[config.mk]
export PLATFORM = sky130hd
export DESIGN_NAME = rstpulse_top
export DESIGN_NICKNAME = d
export VERILOG_FILES = /design/src/rtl/rstpulse_pkg.sv /design/src/rtl/rstpulse_ctrl.sv /design/src/rtl/rstpulse_dp.sv /design/src/rtl/rstpulse_top.sv
export SDC_FILE = /design/constraint.sdc
export NUM_CORES = 1
export LEC_CHECK = 0
export ABC_CLOCK_PERIOD_IN_PS = 2400
export BUFFER_PORTS_ARGS = -buffer_cell sky130_fd_sc_hd__buf_2
export CAP_MARGIN = 0
export CORE_MARGIN = 2
export CORE_UTILIZATION = 25
export CTS_CLUSTER_DIAMETER = 50
export DETAILED_ROUTE_END_ITERATION = 12
export GPL_TIMING_DRIVEN = 0
export HOLD_SLACK_MARGIN = 0.05
export PLACE_DENSITY_LB_ADDON = 0.08
export SLEW_MARGIN = 15
export SYNTH_ARGS = -nofsm -noshare
export SYNTH_HDL_FRONTEND = slang
export SYNTH_SLANG_ARGS = --single-unit
[constraint.sdc]
create_clock -name clk -period 2.4 [get_ports clk]
set_input_delay 0.24 -clock clk [delete_from_list [all_inputs] [get_ports clk]]
set_output_delay 0.24 -clock clk [all_outputs]
set_load 0.02 [all_outputs]
[src/rtl/rstpulse_pkg.sv]
package rstpulse_pkg;

  // Strobes from the sequencing control to the datapath
  typedef struct packed {
    logic load;   // capture the width into the down-counter
    logic dec;    // consume one tick
    logic on;     // pulse currently asserted
  } pulseCmd_t;

  typedef enum logic {
    ST_IDLE = 1'b0,
    ST_RUN  = 1'b1
  } pulseState_t;

endpackage

[src/rtl/rstpulse_ctrl.sv]
module rstpulse_ctrl
  import rstpulse_pkg::*;
(
  input  logic      clk,
  input  logic      rstN,
  input  logic      expire,
  input  logic      tick,
  input  logic      cntZero,
  output pulseCmd_t cmd
);

  pulseState_t state, stateNext;

  always_ff @(posedge clk or negedge rstN) begin
    if (!rstN) state <= ST_IDLE;
    else       state <= stateNext;
  end

  always_comb begin
    stateNext = state;
    cmd       = '0;
    unique case (state)
      ST_IDLE: begin
        if (expire) begin
          cmd.load  = 1'b1;
          stateNext = ST_RUN;
        end
      end
      ST_RUN: begin
        cmd.on = 1'b1;
        if (tick) begin
          if (cntZero) stateNext = ST_IDLE;
          else         cmd.dec   = 1'b1;
        end
      end
      default: stateNext = ST_IDLE;
    endcase
  end

endmodule

[src/rtl/rstpulse_dp.sv]
module rstpulse_dp
  import rstpulse_pkg::*;
#(
  parameter int          DATA_W     = 32,
  parameter int          CNT_W      = 20,
  parameter logic [CNT_W-1:0] RST_WIDTH = 'hFF,
  parameter logic [7:0]  KEY_POL_HI = 8'hA5,
  parameter logic [7:0]  KEY_POL_LO = 8'h5A,
  parameter logic [7:0]  KEY_PP     = 8'hA8,
  parameter logic [7:0]  KEY_OD     = 8'h8A
) (
  input  logic              clk,
  input  logic              rstN,
  input  logic              wrEn,
  input  logic [DATA_W-1:0] wrData,
  input  pulseCmd_t         cmd,
  output logic              cntZero,
  output logic [DATA_W-1:0] rdData,
  output logic              pulseLevel,
  output logic              pulseOe
);

  localparam int KEY_LSB = DATA_W - 8;
  localparam int PAD_W   = DATA_W - 2 - CNT_W;

  logic [CNT_W-1:0] widthReg;
  logic [CNT_W-1:0] cnt;
  logic             polHigh;
  logic             pushPull;
  logic [7:0]       keyByte;
  logic             unusedMid;

  assign keyByte   = wrData[DATA_W-1 -: 8];
  assign unusedMid = ^wrData[KEY_LSB-1:CNT_W];

  // Width field: every write
  always_ff @(posedge clk or negedge rstN) begin
    if (!rstN)     widthReg <= RST_WIDTH;
    else if (wrEn) widthReg <= wrData[CNT_W-1:0];
  end

  // Polarity: only behind its keys
  always_ff @(posedge clk or negedge rstN) begin
    if (!rstN) polHigh <= 1'b0;
    else if (wrEn) begin
      if (keyByte == KEY_POL_HI)      polHigh <= 1'b1;
      else if (keyByte == KEY_POL_LO) polHigh <= 1'b0;
    end
  end

  // Drive style: only behind its keys
  always_ff @(posedge clk or negedge rstN) begin
    if (!rstN) pushPull <= 1'b0;
    else if (wrEn) begin
      if (keyByte == KEY_PP)      pushPull <= 1'b1;
      else if (keyByte == KEY_OD) pushPull <= 1'b0;
    end
  end

  // Tick down-counter, loaded with the width at pulse start
  always_ff @(posedge clk or negedge rstN) begin
    if (!rstN)        cnt <= '0;
    else if (cmd.load) cnt <= widthReg;
    else if (cmd.dec)  cnt <= cnt - 1'b1;
  end

  assign cntZero    = (cnt == '0);
  assign rdData     = {polHigh, pushPull, {PAD_W{1'b0}}, widthReg};
  assign pulseLevel = cmd.on ~^ polHigh;
  assign pulseOe    = pushPull | ~pulseLevel;

endmodule

[src/rtl/rstpulse_top.sv]
module rstpulse_top
  import rstpulse_pkg::*;
#(
  parameter int          DATA_W     = 32,
  parameter int          CNT_W      = 20,
  parameter logic [CNT_W-1:0] RST_WIDTH = 'hFF,
  parameter logic [7:0]  KEY_POL_HI = 8'hA5,
  parameter logic [7:0]  KEY_POL_LO = 8'h5A,
  parameter logic [7:0]  KEY_PP     = 8'hA8,
  parameter logic [7:0]  KEY_OD     = 8'h8A
) (
  input  logic              clk,
  input  logic              rstN,
  input  logic              wrEn,
  input  logic [DATA_W-1:0] wrData,
  output logic [DATA_W-1:0] rdData,
  input  logic              tick,
  input  logic              expire,
  output logic              pulseLevel,
  output logic              pulseOe
);

  pulseCmd_t cmd;
  logic      cntZero;

  rstpulse_ctrl u_ctrl (
    .clk     (clk),
    .rstN    (rstN),
    .expire  (expire),
    .tick    (tick),
    .cntZero (cntZero),
    .cmd     (cmd)
  );

  rstpulse_dp #(
    .DATA_W     (DATA_W),
    .CNT_W      (CNT_W),
    .RST_WIDTH  (RST_WIDTH),
    .KEY_POL_HI (KEY_POL_HI),
    .KEY_POL_LO (KEY_POL_LO),
    .KEY_PP     (KEY_PP),
    .KEY_OD     (KEY_OD)
  ) u_dp (
    .clk        (clk),
    .rstN       (rstN),
    .wrEn       (wrEn),
    .wrData     (wrData),
    .cmd        (cmd),
    .cntZero    (cntZero),
    .rdData     (rdData),
    .pulseLevel (pulseLevel),
    .pulseOe    (pulseOe)
  );

endmodule

==> impl_metrics.csv <==
group,metric,value,unit
floorplanning,start_util,25.5,%
floorplanning,io_pins,71,
clock_network,cts.path.max_buffers,2,
timing,relSlewSlack,33.1,%
timing,hold_violations,0,
power,ir_drop,0.000187,V
synth,synth-warning-count,0,
synth,synth_seq_area_share,46.8,%
routing,num_vias,1934,
floorplanning,fp.dieW,100,um
routing,drcViolationCount,0,
placement,dp_cells,396,
timing,fmax,0.470,GHz
final_layout,nets,332,
global_route,grt_pass1_vias,1854,
synth,synth_edf_count,0,
timing,drv_slew,0,
global_route,grt_use_met3,2.37,%
global_route,grt_pass1_wl,9.87,mm
routing,firstDrtPassIters,4,
run,maxCapViolations,0,
final_layout,final_cell_area,2870,um2
power,power.density,679,nW/um2
clock_network,ctsHoldBuffers,0,
critical_path,rr_endpoint,"u_dp.cnt[19]",
synth,synth_ff_type,"dfrtp_1",
clock_network,clock_sinks,43,
clock_network,numCtsBuffers,5,
final_layout,area_growth,24.0,%
global_route,antenna_found_initial,0,
synth,synth_cell_type_count,55,
critical_path,crit_slowest_cell,"nor4_2",
worst_hold_path,min_path_type,"primary input to asynchronous set/reset pin",
critical_path,required,2.61,ns
synth,synth_seq_cells,43,
floorplanning,std_cell_rows,35,
clock_network,insertion_delay,0.29,ns
run_status,status,"complete, no violations",
clock_network,clk_pin_slew_worst_paths,0.08,ns
clock_network,cts_tree,"yes",
synth,synthCells,220,
routing,drt-total-wl,6.10,mm
placement,hpwl,4.30,mm
final_layout,layout-drive-gt1-share,39.1,%
critical_path,cp_max_fo,7,
clock_network,root_buffer,"clkbuf_8",
global_route,overflow,0,
timing,worstMarginPinSlew,1.00,ns
routing,drt.antenna.violating_nets,0,
global_route,grt_max_degree,44,
floorplanning,coreArea,9110,um2
synth,synth_area,2320,um2
synth,ys_async_sr_fraction,100,%
critical_path,cp-end-kind,"register",
power,power.leakage,1.26,nW
clock_network,htree_levels,2,
critical_path,rr_startpoint,"u_dp.cnt[2]",
critical_path,cp.arrival,2.34,ns
critical_path,reg2reg_depth,5,
global_route,grtUsageMet2,19.1,%
floorplanning,dieArea,10100,um2
routing,routed_via_density,4.78,
global_route,met1_usage,17.7,%
timing,rsz0062_at_grt,"false",
floorplanning,die_h,100,um
routing,initialDrtViolationCount,90,
critical_path,critPathKind,"register to register",
placement,io_buffers,56,
critical_path,startpoint_type,"register",
critical_path,r2r_slack,0.27,ns
global_route,grt-busiest-layer,"met2",
critical_path,path_cells,"nor4_2 > and3_1 > nand2_1 > or3_1 > o211ai_1",
synth,avgSynthCellArea,10.5,um2
timing,setup_viol,0,
timing,fin_crit_sh,88.7,%
timing,fin_worst_skew,0.00511,ns
timing,layout_min_cycle_time,2.13,ns
placement,dpl-instance-area,2770,um2
global_route,grt_usage,12.5,%
placement,gp_congestion,0.747,
routing,wl_per_cell,15.1,um
critical_path,cp_slowest_stage_delay,0.70,ns
final_layout,num_antenna_cells,0,
final_layout,stdcell_count,405,
-- what timing repair did --
| item | in CTS | in global routing |
|---|---|---|
| endpoints found under the setup margin | 1 | 6 |
| gates resized for setup | 1 | 1 |
| setup buffers | 0 | 1 |
-- cell usage after synthesis, drive strengths merged, types with 6 or more instances --
cell   number  share of area [%]
buf        18                5.6
dfrtp      35                 38
dfstp       8                9.1
inv         6               0.97
mux2       20                9.7
nand2      24                3.9
nor2       10                1.6
nor3       11                2.9
o21ai       6                1.3
-- critical path: cells and delay by family (launching register included) --
family	cells	cell delay, ns
DFF	1	0.48
AOI/OAI and AO/OA	1	0.09
and+or+nand+nor	4	1.48
-- stage by stage --
| stage | setup WS, ns | hold WS (ns) | power (mW) | util, % | TNS (ns) |
|---|---|---|---|---|---|
| finish | 0.271 | 0.115 | 1.95 | 31.6 | 0 |
| global route | 0.0624 | 0.159 | 2.10 | 31.6 | 0 |
| CTS | 0.0831 | 0.160 | 1.98 | 31.4 | 0 |
| detailed placement | -0.0178 | 0.476 | 1.49 | 30.4 | -0.0178 |
| global placement | 0.000227 | 0.472 | 1.49 | 30.4 | 0 |
| floorplan | 0.414 | -0.0556 | 1.32 | - | 0 |
-- report_power, final --
group          switching, mW  internal (mW)
Sequential             0.153          0.854
Clock                  0.247          0.207
Combinational          0.267          0.223
-- per-layer routing --
| metal | wire, um | vias to the layer above |
|---|---|---|
| met5 | 0 | - |
| met4 | 104 | 0 |
| met3 | 273 | 8 |
| met2 | 2770 | 53 |
| met1 | 2950 | 925 |
| li1 | - | 948 |
-- cells in the final DEF, fill, tap and decap left out, types with 2 or more instances in the layout --
cell type	count
mux2_2	20
a21oi_1	4
dfrtp_1	35
nor3_1	10
dfstp_2	8
and3_1	2
clkbuf_1	6
buf_4	13
nand2b_1	2
inv_1	6
nand2_1	24
mux2i_1	4
clkbuf_8	5
buf_2	58
ha_1	2
o21ai_0	5
buf_6	2
nor2_1	10
nand4b_1	2
buf_1	2
and4_1	2
o22ai_1	4
o311ai_0	5
or3_1	4
o211ai_1	5
or4_1	3
a31oi_1	4
and2_1	2
a32oi_1	3
nand3_1	5
or2_2	2
conb_1	10
-- cell families (layout without fill, tap and decap cells) --
logic type	after synthesis	count (layout)	share of synthesized area (%)
compound gates	44	44	13.9
xor+xnor	1	1	0.378
fa+ha+maj	2	2	1.08
buf+inv	27	92	7.07
flops	43	43	46.8
mux	24	24	11.4
other cells	1	10	0.162
simple gates	78	78	19.1
-- state kept, by name (all words and copies together), names as in the netlist --
name	flops
u_ctrl.state	1
u_dp.widthReg	20
u_dp.polHigh	1
u_dp.pushPull	1
u_dp.cnt	20
-- final cells by class --
class	instances	area [um2]
tap	111	139
clock buffer	8	80.1
sequential	43	1090
inverter	6	22.5
buffer	21	141
timing repair buffer	57	288
fill	966	6230
multi-input combinational	159	1120
-- how the worst max path moves through the flow --
stage / depth (start not counted) / to / startpoint
after detailed placement: 7 / u_dp.cnt[18] / u_dp.cnt[0]
final: 5 / u_dp.cnt[19] / u_dp.cnt[2]
after CTS: 7 / u_dp.cnt[18] / u_dp.cnt[0]
after global placement: 7 / u_dp.cnt[18] / u_dp.cnt[0]
after floorplan: 7 / u_dp.cnt[18] / u_dp.cnt[0]
after global routing: 5 / u_dp.cnt[18] / u_dp.cnt[8]
Power figures use the tool's default switching activity.
